## config.mk

```make
export PLATFORM = sky130hd
export DESIGN_NAME = pgood_monitor
export DESIGN_NICKNAME = d
export VERILOG_FILES = /design/src/rtl/pgm_pkg.sv /design/src/rtl/pgm_sync.sv /design/src/rtl/pgm_datapath.sv /design/src/rtl/pgm_control.sv /design/src/rtl/pgood_monitor.sv
export SDC_FILE = /design/constraint.sdc
export NUM_CORES = 1
export LEC_CHECK = 0
export BUFFER_PORTS_ARGS = -buffer_cell sky130_fd_sc_hd__buf_4
export CORE_MARGIN = 5
export CORE_UTILIZATION = 51
export CTS_CLUSTER_SIZE = 20
export DETAILED_ROUTE_END_ITERATION = 16
export GPL_TIMING_DRIVEN = 0
export PLACE_DENSITY = 0.78
export SLEW_MARGIN = 10
export SYNTH_ARGS = -nofsm -noshare
export SYNTH_HDL_FRONTEND = slang
export SYNTH_SLANG_ARGS = --single-unit
export TNS_END_PERCENT = 10
```

## constraint.sdc

```tcl
create_clock -name clk -period 1.6 [get_ports clk]
set_input_delay 0.16 -clock clk [delete_from_list [all_inputs] [get_ports clk]]
set_output_delay 0.16 -clock clk [all_outputs]
set_load 0.05 [all_outputs]
```

## src/rtl/pgm_pkg.sv

```systemverilog
package pgm_pkg;
  typedef struct packed {
    logic clear;
    logic bump;
  } cntCmd_t;

  typedef enum logic {
    ST_QUAL = 1'b0,
    ST_GOOD = 1'b1
  } pgState_t;
endpackage

```

## src/rtl/pgm_sync.sv

```systemverilog
module pgm_sync #(
  parameter int W = 2
) (
  input  logic         clk,
  input  logic         rstN,
  input  logic [W-1:0] din,
  output logic [W-1:0] dout
);
  for (genvar b = 0; b < W; b++) begin : g_bit
    logic stageA, stageB;
    always_ff @(posedge clk or negedge rstN) begin
      if (!rstN) begin
        stageA <= 1'b0;
        stageB <= 1'b0;
      end else begin
        stageA <= din[b];
        stageB <= stageA;
      end
    end
    assign dout[b] = stageB;
  end
endmodule

```

## src/rtl/pgm_datapath.sv

```systemverilog
module pgm_datapath
  import pgm_pkg::*;
#(
  parameter int ENTRY_CYC = 20000,
  parameter int EXIT_CYC  = 500,
  parameter int CW        = 15
) (
  input  logic    clk,
  input  logic    rstN,
  input  cntCmd_t cmd,
  output logic    entryDone,
  output logic    exitDone
);
  localparam int LIMIT = (ENTRY_CYC > EXIT_CYC) ? ENTRY_CYC : EXIT_CYC;

  logic [CW-1:0] cnt;

  always_ff @(posedge clk or negedge rstN) begin
    if (!rstN)          cnt <= '0;
    else if (cmd.clear) cnt <= '0;
    else if (cmd.bump)  cnt <= cnt + 1'b1;
  end

  assign entryDone = (cnt == CW'(ENTRY_CYC - 1));
  assign exitDone  = (cnt == CW'(EXIT_CYC - 1));

  // the timer stays inside the longer qualification window
  p_cnt_bound_r10: assert property (@(posedge clk) disable iff (!rstN)
    cnt <= CW'(LIMIT - 1));

  p_cmd_excl_r10: assert property (@(posedge clk) disable iff (!rstN)
    !(cmd.clear && cmd.bump));
endmodule

```

## src/rtl/pgm_control.sv

```systemverilog
module pgm_control
  import pgm_pkg::*;
(
  input  logic    clk,
  input  logic    rstN,
  input  logic    enable,
  input  logic    supplyUv,
  input  logic    ovFault,
  input  logic    inWin,
  input  logic    entryDone,
  input  logic    exitDone,
  output cntCmd_t cmd,
  output logic    powerGood
);
  pgState_t state, nextState;
  logic kill;

  assign kill = !enable || supplyUv || ovFault;

  always_comb begin
    nextState = state;
    cmd       = '0;
    if (kill) begin
      nextState = ST_QUAL;
      cmd.clear = 1'b1;
    end else begin
      case (state)
        ST_QUAL: begin
          if (!inWin) cmd.clear = 1'b1;
          else if (entryDone) begin
            nextState = ST_GOOD;
            cmd.clear = 1'b1;
          end else cmd.bump = 1'b1;
        end
        ST_GOOD: begin
          if (inWin) cmd.clear = 1'b1;
          else if (exitDone) begin
            nextState = ST_QUAL;
            cmd.clear = 1'b1;
          end else cmd.bump = 1'b1;
        end
        default: begin
          nextState = ST_QUAL;
          cmd.clear = 1'b1;
        end
      endcase
    end
  end

  always_ff @(posedge clk or negedge rstN) begin
    if (!rstN) state <= ST_QUAL;
    else       state <= nextState;
  end

  assign powerGood = (state == ST_GOOD);

  p_en_low_r6: assert property (@(posedge clk) disable iff (!rstN)
    !enable |=> !powerGood);
  p_uv_r7: assert property (@(posedge clk) disable iff (!rstN)
    supplyUv |=> !powerGood);
  p_ov_r8: assert property (@(posedge clk) disable iff (!rstN)
    ovFault |=> !powerGood);
  // a rise only follows an in-window sample with no override
  p_rise_in_win_r2: assert property (@(posedge clk) disable iff (!rstN)
    $rose(powerGood) |-> ($past(inWin) && !$past(kill)));
  // a fall needs an out-of-window sample or an override
  p_fall_cause_r4: assert property (@(posedge clk) disable iff (!rstN)
    $fell(powerGood) |-> (!$past(inWin) || $past(kill)));
endmodule

```

## src/rtl/pgood_monitor.sv

```systemverilog
module pgood_monitor
  import pgm_pkg::*;
#(
  parameter int CLK_HZ   = 50_000_000,
  parameter int ENTRY_US = 400,
  parameter int EXIT_US  = 10
) (
  input  logic clk,
  input  logic rstN,
  input  logic enable,
  input  logic supplyUv,
  input  logic ovFault,
  input  logic fbAboveLow,
  input  logic fbBelowHigh,
  output logic powerGood
);
  localparam int KHZ       = CLK_HZ / 1000;
  localparam int ENTRY_RAW = KHZ * ENTRY_US / 1000;
  localparam int EXIT_RAW  = KHZ * EXIT_US / 1000;
  localparam int ENTRY_CYC = (ENTRY_RAW > 0) ? ENTRY_RAW : 1;
  localparam int EXIT_CYC  = (EXIT_RAW > 0) ? EXIT_RAW : 1;
  localparam int MAX_CYC   = (ENTRY_CYC > EXIT_CYC) ? ENTRY_CYC : EXIT_CYC;
  localparam int CW        = (MAX_CYC > 1) ? $clog2(MAX_CYC + 1) : 1;

  logic [1:0] cmpSync;
  logic       inWin;
  logic       entryDone, exitDone;
  cntCmd_t    cmd;

  pgm_sync #(.W(2)) u_sync (
    .clk (clk),
    .rstN(rstN),
    .din ({fbBelowHigh, fbAboveLow}),
    .dout(cmpSync)
  );

  assign inWin = &cmpSync;

  pgm_datapath #(
    .ENTRY_CYC(ENTRY_CYC),
    .EXIT_CYC (EXIT_CYC),
    .CW       (CW)
  ) u_dp (
    .clk      (clk),
    .rstN     (rstN),
    .cmd      (cmd),
    .entryDone(entryDone),
    .exitDone (exitDone)
  );

  pgm_control u_ctl (
    .clk      (clk),
    .rstN     (rstN),
    .enable   (enable),
    .supplyUv (supplyUv),
    .ovFault  (ovFault),
    .inWin    (inWin),
    .entryDone(entryDone),
    .exitDone (exitDone),
    .cmd      (cmd),
    .powerGood(powerGood)
  );
endmodule

```

## After elaboration in Yosys (flattened, before gate mapping)

Cells that the tools add are included.
W data, S select, Z words.

| word-level totals | value |
|---|---|
| register bits after elaboration | 20 |
| output and inout bits | 1 |
| logic and storage cells | 32 |

| cells by class | value |
|---|---|
| add/subtract/negate cells | 1 |
| equal/unequal tests | 2 |
| mux-type cells | 17 |
| bitwise logic cells | 1 |
| reduce and logical (&&, ||, !) cells | 5 |

Operators by type and width:

| cell | number |
|---|---|
| $mux W15 | 2 |
| $add A15 B1 Y15 const B | 1 |
| $eq A15 B15 Y1 const B | 1 |
| $eq A15 B9 Y1 const B | 1 |
| $mux W1 | 13 |
| $pmux W2 S2 | 1 |
| $logic_or A1 B1 Y1 | 2 |
| $pmux W1 S2 | 1 |
| $reduce_and A2 Y1 | 1 |
| $reduce_bool A2 Y1 | 1 |
| $logic_not A1 Y1 | 1 |
| $not A1 Y1 | 1 |

## Logic depth before layout (Yosys ltp)

Gate-level depths: netlist (run 1).

| depth | value |
|---|---|
| word-level depth | 7 |
| gate-level depth with buffers | 6 |

## Modules after synthesis

Synthesis (run 1) repeated with hierarchy kept, for this count alone.

| second synthesis, totals | value |
|---|---|
| cells, all modules | 101 |
| area total of the unflattened synthesis | 1,032.2 um^2 |

By module, submodules not included:

| module | times used | cells an instance | area an instance (um^2) | sequential area each (um^2) |
|---|---|---|---|---|
| pgm_datapath | 1 | 86 | 825.8 | 375.4 |
| pgm_sync | 1 | 6 | 115.1 | 100.1 |
| pgm_control | 1 | 8 | 85.1 | 25.0 |
| pgood_monitor | 1 | 1 | 6.3 | 0.0 |

## Worst setup path after synthesis (run 1)

OpenSTA, ideal clock, no wires.

| timing path | value |
|---|---|
| kind | register -> register |
| start point | register u_dp.cnt[0] |
| end point | register u_dp.cnt[10] |
| arrival | 1.397 ns |
| required time | 1.481 ns |
| setup slack | 0.084 ns |
| stages on the path, launching flop included | 7 |
| buffers on the path | 1 |
| clock period less this slack | 1.516 ns |
| cells stage by stage | dfrtp_1 ha_1 nor3b_2 a41oi_2 a22oi_4 buf_6 nor2_1 |

| between the ends | value |
|---|---|
| longest elaborated chain between the ends | 6 |
| elaborated cells between the ends (all ways) | 17 |

RTL lines:

| what | RTL line | text |
|---|---|---|
| from (decl) | pgm_datapath.sv:16 | `logic [CW-1:0] cnt;` |
| from (signal assigned) | pgm_datapath.sv:21 | `else if (cmd.bump) cnt <= cnt + 1'b1;` |
| parallel branches: the longest is 6 deep, another holds $add A15 B1 Y15 | -- |  |

Several ways; the timed one is not identified. The select of a mux whose other input is x is not followed.
A chain may end at the register's enable or synchronous reset.

## Worst setup path in the final report (run 1)

| timing path | value |
|---|---|
| start point | register u_dp.cnt[5] |
| end point | register u_dp.cnt[5] |

Same word-level chain as after synthesis.

==> results of run 1 <==
[state kept, by name, indices dropped and copies added, names as in the netlist]
signal	count
u_dp.cnt	15
u_sync.g_bit.stageA	2
u_sync.g_bit.stageB	2
u_ctl.powerGood	1
[where the power goes]
part           internal, mW  switching (mW)  total, mW
combinational        0.0203          0.0175     0.0378
clock                 0.139           0.149      0.288
sequential            0.511         0.00234      0.513
total                 0.670           0.169      0.838
[final timing paths]
kind	from	endpoint	slack [ns]	cells past startpoint
max in group asynchronous	rstN	u_dp.cnt[2]$_DFFE_PN0P_	1.12	2
min in group asynchronous	rstN	u_dp.cnt[9]$_DFFE_PN0P_	0.26	2
max reg2reg	u_dp.cnt[5]$_DFFE_PN0P_	u_dp.cnt[5]$_DFFE_PN0P_	0.003	5
min	ovFault	u_ctl.powerGood$_DFF_PN0_	0.17	4
min reg2reg	u_sync.g_bit[1].stageA$_DFF_PN0_	u_sync.g_bit[1].stageB$_DFF_PN0_	0.37	0
max	u_dp.cnt[5]$_DFFE_PN0P_	u_dp.cnt[5]$_DFFE_PN0P_	0.003	5
[per-stage QoR]
stage / hold WS [ns] / util [%] / setup TNS [ns] / instance area (um2)
global placement: 0.0448 / 59.5 / -1.06 / 1060
floorplan: -0.136 / - / 0 / 977
detailed placement: 0.0491 / 59.5 / -1.23 / 1060
CTS: 0.162 / 65.9 / 0 / 1170
finish: 0.169 / 70.7 / 0 / 1260
global route: 0.161 / 70.7 / -0.938 / 1260
[cell families (layout without fill, tap and decap cells)]
| group | count (synthesis) | after routing | synth area share, % |
|---|---|---|---|
| buffers and inverters | 4 | 29 | 2.56 |
| adder cells (fa/ha/maj) | 1 | 1 | 1.28 |
| XOR/XNOR | 13 | 13 | 11.7 |
| AND/OR/NAND/NOR | 50 | 50 | 28.9 |
| AO/OA/AOI/OAI | 3 | 3 | 4.35 |
| flip-flops | 20 | 20 | 51.2 |
[routing by layer]
metal	routed length, um	vias to the layer above	track usage [%]
li1	-	371	-
met3	149	8	3.60
met2	1100	33	27.8
met1	945	383	22.7
met5	0	-	0
met4	55	0	8.94
[layout by cell type (no fill, tap or decap)]
| cell type | n |
|---|---|
| a21oi_1 | 1 |
| a22oi_4 | 1 |
| a41oi_2 | 1 |
| and3_1 | 1 |
| and3b_1 | 1 |
| and4_1 | 2 |
| buf_4 | 16 |
| buf_6 | 3 |
| clkbuf_2 | 2 |
| clkbuf_4 | 3 |
| clkbuf_8 | 1 |
| dfrtp_1 | 17 |
| dfrtp_2 | 3 |
| dlygate4sd3_1 | 3 |
| ha_4 | 1 |
| inv_1 | 1 |
| nand2_1 | 5 |
| nand3_1 | 6 |
| nand3_2 | 1 |
| nand4_1 | 4 |
| nor2_1 | 14 |
| nor2_2 | 3 |
| nor2b_1 | 2 |
| nor3_1 | 2 |
| nor3_2 | 1 |
| nor3b_1 | 1 |
| nor3b_4 | 1 |
| nor4_1 | 3 |
| nor4_2 | 1 |
| nor4b_1 | 1 |
| nor4b_4 | 1 |
| xnor2_1 | 10 |
| xor2_1 | 3 |
[area by class of cell]
cell class / count / area [um2] / area share (%)
Buffer: 3 / 21.3 / 1.69
Clock buffer: 4 / 36.3 / 2.88
Inverter: 1 / 3.75 / 0.298
Multi-Input combinational cell: 67 / 492 / 39.0
Sequential cell: 20 / 504 / 40.0
Tap cell: 25 / 31.3 / 2.48
Timing Repair Buffer: 21 / 173 / 13.7
[what timing repair did]
action	4_1_cts	5_1_grt
endpoints found under the hold margin	22	0
buffers inserted	4	6
hold buffers	3	0
gates cloned	0	1
endpoints found under the setup margin	10	15
resized for setup	3	12
pin swaps	2	5
[worst max-delay path, delay by kind of cell (launching register included)]
kind            cells  cell delay [ns]
buf+inv             1             0.17
simple gates        2             0.34
flops               1             0.50
compound gates      2             0.49
==> results.md, run 1 <==
* Final WS setup at roughly 0.0035 ns
* Most numerous cell in the Yosys netlist: dfrtp_1
* Final WL at 2.25 mm
* Synthesized flop and latch total at 20
* CP max-delay cell: dfrtp_1
* Fill cell count at between 100 and 150
* RSZ-0062 raised after global routing: true
* H-tree Lvls at 1
* Drt wl/cell at between 15 and 20 um
* N_diodes at 0
* Worst EP required at 1.80 ns
* Critical path endpoint category: register
* Gate Count Post-Synth at between 90 and 100
* Arrival @ worst endpoint at 1.79 ns
* Critical path cell sequence: nor4b_4 > a41oi_2 > a22oi_4 > buf_6 > nor2_1
* Final Max Slew Viols at 0
* YS warnings at 0
* Synth cell types at 26
* Worst slew pin tran at approximately 0.36 ns
* Initial antenna violation count at 0
* Async set-reset flop share out of synthesis at between 90% and 100%
* CP max stage delay at roughly 0.5 ns
* Min-Delay Path Class: in2reg
* Clock slew at reported path FFs at 0.11 ns
* GRT Overall Usage at 17.6%
* Maximum clock path buffer count at 2
* Commonest cells in the netlist: 20 x dfrtp_1, 17 x nor2_1, 10 x xnor2_1, 6 x nand3_1, 5 x nand2_1
* Clk root buf: clkbuf_4
* Number of enable flip-flop cells after synthesis at 0
* Largest net degree at the start of global routing at 21
* Initial core utilization at between 50% and 60%
* Top cell type's share of synthesized area at a little over 50%
* Global route overflow at 0
* Setup CP Type: reg2reg
* Core ar. at 1780 um2
* Via-to-Cell Ratio at between 5 and 6
* Final Cycle Share at between 90 and 100%
* Worst VDD drop at between 500 and 600 uV
* Fin crit period at ~1.6 ns
* DR iter-0 viols at 15
* Final cell count without fillers at ~140
* First-pass GRT wire length at 3.57 mm
* Sequential area share after synthesis at between 50 and 60%
* Die Span X at ~54 um
* Cell area after synthesis at ~980 um2
* Setup Skew at between 0.0015 and 0.002 ns
* Layout area overhead at 29.1%
* PortBufs at 7
* Fmax achieved at between 600 and 700 MHz
* Die Ht at approximately 54 um
* Normalized max-slew margin at 75.5%
* Syn Nets at just under 100
* Routed via count at between 700 and 800
* Max-cap check violation count at 0
* CTS tree: built
* Mean Syn Cell Area at about 11 um2
* Sink Count at 20
* DPL Wire Length at approximately 1.3 mm
* Status: completed
* Power per cell area at around 660 nW/um2
* Post-route DRC violation count at 0
* Vias in the first global route at about 770
* DR pass1 iterations at 4
* DP Worst Slack at -0.128 ns
* Total power at roughly 0.84 mW
* Dominant cell type by area after synthesis: dfrtp_1
* ANT nets after route at 0
* Skew-Pair Late Insertion Delay at approximately 0.30 ns
* Leakage at about 0.48 nW
* CTS Buf Count at 3
* Final net count at approximately 130
* Final hold viol count at 0
* Final setup violation count at 0
* Placed Cells incl. Taps at 123
* Die area at ~2900 um2
* Most area-consuming cells after synthesis: dfrtp_1 51%, xnor2_1 9.0%, nor2_1 6.5%
* FP Rows at 15
* CP Launch Type: register
* Worst-path fanout max at 6
* GPL Wtd Cong at around 0.8
* I/O pins at 8
* Layout cell share with drive strength beyond 1 at between 30% and 40%
* Top_reg_cell synth: dfrtp_1
Note: power is estimated with default switching activity, not from simulation.
==> run 2: changes to the inputs <==
--- a/config.mk
+++ b/config.mk
@@ -15,5 +15,6 @@
 export SLEW_MARGIN = 10
 export SYNTH_ARGS = -nofsm -noshare
 export SYNTH_HDL_FRONTEND = slang
+export SYNTH_HIERARCHICAL = 1
 export SYNTH_SLANG_ARGS = --single-unit
 export TNS_END_PERCENT = 10
==> constraint.sdc (replaced) <==
create_clock -name clk -period 1.6 [get_ports clk]
set_input_delay 0.24 -clock clk [delete_from_list [all_inputs] [get_ports clk]]
set_output_delay 0.24 -clock clk [all_outputs]
set_load 0.05 [all_outputs]
==> results.md, run 2 <==
* Largest net degree at the start of global routing at 21
* CTS tree: built
* DP Worst Slack at -0.975 ns
* DPL Wire Length at around 1.4 mm
* RSZ-0062 raised after global routing: true
* Placed Cells incl. Taps at roughly 140
* ANT nets after route at 0
* Min-Delay Path Class: in2reg
* Maximum clock path buffer count at 2
* Core ar. at about 1900 um2
* Initial core utilization at between 50% and 60%
* Final Cell Area at roughly 1300 um2
* Fill cell count at between 150 and 200
* Gate Count Post-Synth at 101
* Die area at 3020 um2
* Sequential area share after synthesis at roughly half
* Fin Hold WS at about 0.038 ns
* Layout cell share with drive strength beyond 1 at about a third
* Most numerous cell in the Yosys netlist: dfrtp_1
* Clk root buf: clkbuf_4
* Power per cell area at 639 nW/um2
* Initial antenna violation count at 0
* Placed cell area at ~1100 um2
* First-pass GRT wire length at around 3.8 mm
* Number of enable flip-flop cells after synthesis at 0
* Normalized max-slew margin at between 80% and 90%
* Final hold viol count at 0
* Die Ht at roughly 55 um
* H-tree Lvls at 1
* I/O pins at 8
* PortBufs at 7
* Drt wl/cell at 14.4 um
* Status: finished with violations
* Final WL at 2.10 mm
* Final WS setup at -0.765 ns
* CP Launch Type: register
* Area of the multi-input gates at between 500 and 600 um2
* Mean Syn Cell Area at approximately 10 um2
* FP Rows at 16
* Critical path cell sequence: ha_4 > or3b_4 > nor2_4 > nor2b_4 > o2111ai_2 > buf_6 > o21a_1 > nand3_1 > nor3_2 > mux2_4
* Switching power total at around 0.17 mW
* Pint at about 0.67 mW
* Biggest regs: u_dp/cnt x15, u_sync/g_bit.stageA x2, u_sync/g_bit.stageB x2
* Final setup violation count at 15
* Synth cell types at 33
* CP max stage delay at just over 0.4 ns
* Total area of sequential cells at around 500 um2
* Most area-consuming cells after synthesis: dfrtp_1 48%, nor2_1 6.2%, xnor2_1 5.1%
* Dominant cell type by area after synthesis: dfrtp_1
* Setup Skew at about 0.0045 ns
* Setup TNS Final at -8.14 ns
* YS warnings at 6
* CTS Buf Count at 3
* Comb pwr share at ~5%
* Die Span X at approximately 55 um
* Arrival @ worst endpoint at 2.56 ns
* Routed via count at just over 800
* Final Max Slew Viols at 0
* Worst-path fanout max at 5
* Post-route DRC violation count at 0
* Global route overflow at 0
* Most frequent cells in the layout: 17 x dfrtp_1, 16 x nor2_1, 15 x buf_4, 6 x xnor2_1
* Largest register by flop count: u_dp/cnt
* Final cell count without fillers at between 100 and 150
* Total power at ~0.84 mW
* GRT Overall Usage at 17.3%
* Worst slew pin tran at approximately 0.29 ns
* Skew-Pair Late Insertion Delay at 0.30 ns
* Vias in the first global route at 862
* Setup CP Type: reg2reg
* Commonest cells in the netlist: 20 x dfrtp_1, 17 x nor2_1, 6 x xnor2_1
* DR pass1 iterations at 5
* CP delay by family, top: simple AND/OR/NAND/NOR gates
* Via-to-Cell Ratio at approximately 5.5
* Violated checks: setup timing
* Clock slew at reported path FFs at about 0.11 ns
* Sw frac at between 20 and 25%
* Fin util at 67.8%
* CP max-delay cell: dfrtp_1
* N_diodes at 0
* Syn Nets at approximately 110
* Sink Count at 20
* Max FFs per register at 15
* Top_reg_cell synth: dfrtp_1
* Final Cycle Share at 148%
* Buffers & Inverters on Critical Path at 1
* Layout area overhead at 27.5%
* Max-cap check violation count at 0
* Cell area after synthesis at around 1000 um2
* Top cell type's share of synthesized area at 48.5%
* Clk pwr share at 34.2%
* Leakage at around 0.52 nW
* Synthesized flop and latch total at 20
* Fmax achieved at about 420 MHz
* Fin crit period at about 2.4 ns
* Async set-reset flop share out of synthesis at 100%
* Worst VDD drop at 520 uV
* Worst EP required at 1.79 ns
* DR iter-0 viols at 9
* Reg power frac at 60.8%
* Critical path endpoint category: register
* Most common cell after layout, fill and taps aside: dfrtp_1
* GPL Wtd Cong at slightly below 0.8
* Final net count at ~130
## run 2: cells by family (layout without fill, tap and decap cells)
group,Yosys count,in the layout,synth area share (%)
AND/OR/NAND/NOR,51,51,27.3
flip-flops,20,20,48.5
AO/OA/AOI/OAI,11,11,8.85
XOR/XNOR,11,11,9.33
buffers and inverters,5,23,2.79
multiplexers,2,2,2.06
adder cells (fa/ha/maj),1,1,1.21
## run 2: repair_timing
item	CTS	global route
buffers inserted	6	0
cloned	0	0
hold buffers	1	0
endpoints found under the hold margin	20	0
resized for setup	14	4
pin swaps	8	0
endpoints found under the setup margin	15	15
## run 2: worst register-to-register path: stages, from the launching register on
cell,delay [ns]
dfrtp_1,0.41
ha_4,0.14
or3b_4,0.40
nor2_4,0.14
nor2b_4,0.06
o2111ai_2,0.19
buf_6,0.16
o21a_1,0.18
nand3_1,0.10
nor3_2,0.17
mux2_4,0.32
## run 2: cell type report
| class | count | area share [%] |
|---|---|---|
| Buffer | 5 | 4.75 |
| Clock buffer | 4 | 2.76 |
| Multi-Input combinational cell | 76 | 43.4 |
| Sequential cell | 20 | 38.3 |
| Tap cell | 27 | 2.57 |
| Timing Repair Buffer | 14 | 8.17 |
## run 2: worst paths after layout
kind	startpoint	endpoint	slack (ns)	depth (start not counted)
setup / recovery	u_dp/cnt[1]$_DFFE_PN0P_	u_dp/cnt[11]$_DFFE_PN0P_	-0.77	10
hold / removal	fbBelowHigh	u_sync/g_bit[1].stageA$_DFF_PN0_	0.04	1
setup reg to reg	u_dp/cnt[1]$_DFFE_PN0P_	u_dp/cnt[11]$_DFFE_PN0P_	-0.77	10
hold reg to reg	u_sync/g_bit[0].stageA$_DFF_PN0_	u_sync/g_bit[0].stageB$_DFF_PN0_	0.37	0
max in group asynchronous	rstN	u_dp/cnt[4]$_DFFE_PN0P_	1.04	2
min in group asynchronous	rstN	u_dp/cnt[1]$_DFFE_PN0P_	0.34	2
## run 2: power groups by stage
stage / registers, mW / logic (mW) / clock network (mW)
3_3_place_gp: 0.521 / 0.0331 / 0
5_1_grt: 0.512 / 0.0468 / 0.327
3_5_place_dp: 0.522 / 0.0347 / 0
6_report: 0.512 / 0.0418 / 0.288
2_1_floorplan: 0.521 / 0.0108 / 0
4_1_cts: 0.512 / 0.0418 / 0.300
## run 2: per-layer routing
metal / vias up / track usage, % / part of all wire (%)
li1: 397 / - / -
met5: - / 0 / 0
met3: 2 / 2.41 / 3.1
met1: 392 / 21.0 / 45
met4: 0 / 5.67 / 0.81
met2: 15 / 31.1 / 51
==> run 3: changes to the inputs <==
--- a/config.mk
+++ b/config.mk
@@ -12,6 +12,7 @@
 export DETAILED_ROUTE_END_ITERATION = 16
 export GPL_TIMING_DRIVEN = 0
 export PLACE_DENSITY = 0.78
+export REMOVE_ABC_BUFFERS = 1
 export SLEW_MARGIN = 10
 export SYNTH_ARGS = -nofsm -noshare
 export SYNTH_HDL_FRONTEND = slang
==> results.md, run 3 (synthesis gave the netlist of run 2 again) <==
* Final Max Slew Viols at 0
* Largest register by flop count: u_dp/cnt
* Final WL at 3.01 mm
* Pint at 0.667 mW
* Largest net degree at the start of global routing at 21
* Final Cell Area at 1420 um2
* RSZ-0062 raised after global routing: true
* Biggest regs: u_dp/cnt x15, u_sync/g_bit.stageA x2, u_sync/g_bit.stageB x2
* PortBufs at 7
* Final WS setup at -0.775 ns
* Final Cycle Share at 148%
* Skew-Pair Late Insertion Delay at approximately 0.29 ns
* Die area at 3020 um2
* I/O pins at 8
* CP max stage delay at between 0.4 and 0.5 ns
* Routed via count at a little over 900
* FP Rows at 16
* DP Worst Slack at -1.59 ns
* Drt wl/cell at between 15 and 20 um
* Fmax achieved at around 420 MHz
* CP max-delay cell: or3b_4
* Layout cell share with drive strength beyond 1 at 46.8%
* Final hold viol count at 0
* Max-cap check violation count at 0
* Final setup violation count at 15
* GPL Wtd Cong at approximately 0.83
* Final net count at ~130
* Final cell count without fillers at between 150 and 200
* Setup TNS Final at -9.71 ns
* Initial core utilization at approximately 53%
* Total power at about 0.85 mW
* Max FFs per register at 15
* Setup CP Type: reg2reg
* Reg2reg path depth at 10
* Most common cell after layout, fill and taps aside: buf_4
* Die Span X at about 55 um
* Setup Skew at between 0.005 and 0.006 ns
* N_diodes at 0
* Post-route DRC violation count at 0
* Min-Delay Path Class: in2reg
* Most frequent cells in the layout: 19 x buf_4, 16 x nor2_1, 14 x dfrtp_1, 6 x dfrtp_2
* Sw frac at ~22%
* Maximum clock path buffer count at 2
* Status: finished with violations
* GRT Overall Usage at around a fifth
* Hold path cells at 1
* Worst VDD drop at around 900 uV
* Die Ht at about 55 um
* Via-to-Cell Ratio at 6.15
* Initial antenna violation count at 0
* Power per cell area at roughly 600 nW/um2
* Switching power total at between 0.15 and 0.2 mW
* Vias in the first global route at 905
* H-tree Lvls at 1
* Worst EP required at ~1.8 ns
* Global route overflow at 0
* Critical path cell sequence: ha_4 > or3b_4 > nor3_4 > o21ai_2 > o2111a_2 > buf_4 > o2111ai_4 > nor3_2 > xnor2_1 > nor2_1
* Clock slew at reported path FFs at roughly 0.12 ns
* Clk pwr share at about a third
* Layout area overhead at 37.8%
* Fin crit period at 2.37 ns
* Worst slew pin tran at between 0.3 and 0.4 ns
* CP Launch Type: register
* Fin Hold WS at about 0.047 ns
* Leakage at about 0.57 nW
* Critical path endpoint category: register
* CTS tree: built
* Sink Count at 20
* First-pass GRT wire length at ~4.5 mm
* Normalized max-slew margin at roughly four fifths
* CTS Buf Count at 3
* Arrival @ worst endpoint at approximately 2.6 ns
* Fin util at between 70 and 80%
* Reg power frac at between 60% and 70%
* Comb pwr share at under 10%
* Core ar. at just under 2000 um2
* DR pass1 iterations at 4
* Worst-path fanout max at 7
* Placed Cells incl. Taps at 130
* DR iter-0 viols at 52
* Violated checks: setup timing
* ANT nets after route at 0
* Clk root buf: clkbuf_4
* Placed cell area at between 1000 and 1500 um2
* DPL Wire Length at about 1.4 mm
## run 3: critical path, delay by kind of cell (launching register included)
kind	cells	cell delay, ns
fa+ha+maj	1	0.16
compound gates	3	0.62
buf+inv	1	0.15
xor+xnor	1	0.18
flops	1	0.42
simple gates	4	0.73
## run 3: power groups by stage
| stage | clock [mW] | combinational, mW | sequential (mW) |
|---|---|---|---|
| 2_1_floorplan | 0 | 0.00652 | 0.521 |
| 3_3_place_gp | 0 | 0.0288 | 0.521 |
| 3_5_place_dp | 0 | 0.0307 | 0.522 |
| 4_1_cts | 0.293 | 0.0398 | 0.512 |
| 5_1_grt | 0.322 | 0.0461 | 0.513 |
| 6_report | 0.296 | 0.0426 | 0.513 |
## run 3: layer usage
| layer | up-vias | wire, um | GRT usage [%] |
|---|---|---|---|
| met1 | 460 | 1160 | 25.8 |
| li1 | 412 | - | - |
| met2 | 43 | 1570 | 37.2 |
| met3 | 14 | 149 | 3.75 |
| met4 | 0 | 131 | 6.07 |
| met5 | - | 0 | 0 |
## run 3: final timing paths
kind	endpoint	from	slack, ns
hold reg to reg	u_sync/g_bit[1].stageB$_DFF_PN0_	u_sync/g_bit[1].stageA$_DFF_PN0_	0.38
setup reg to reg	u_dp/cnt[12]$_DFFE_PN0P_	u_dp/cnt[1]$_DFFE_PN0P_	-0.77
setup / recovery	u_dp/cnt[12]$_DFFE_PN0P_	u_dp/cnt[1]$_DFFE_PN0P_	-0.77
min in group asynchronous	u_dp/cnt[5]$_DFFE_PN0P_	rstN	0.35
max in group asynchronous	u_dp/cnt[2]$_DFFE_PN0P_	rstN	1.03
hold / removal	u_sync/g_bit[1].stageA$_DFF_PN0_	fbBelowHigh	0.05
## run 3: repair_timing
| action | in CTS | in global routing |
|---|---|---|
| pin swaps | 9 | 11 |
| buffers inserted | 10 | 6 |
| hold buffers | 1 | 0 |
| setup endpoints to repair | 16 | 16 |
| gates resized for setup | 19 | 16 |
| gates cloned | 0 | 0 |
| hold endpoints to repair | 20 | 0 |
## run 3: layout make-up
cell class	instances	area, um2
Sequential cell	20	508
Tap cell	27	33.8
Multi-Input combinational cell	76	647
Timing Repair Buffer	24	198
Fill cell	127	519
Clock buffer	4	36.3
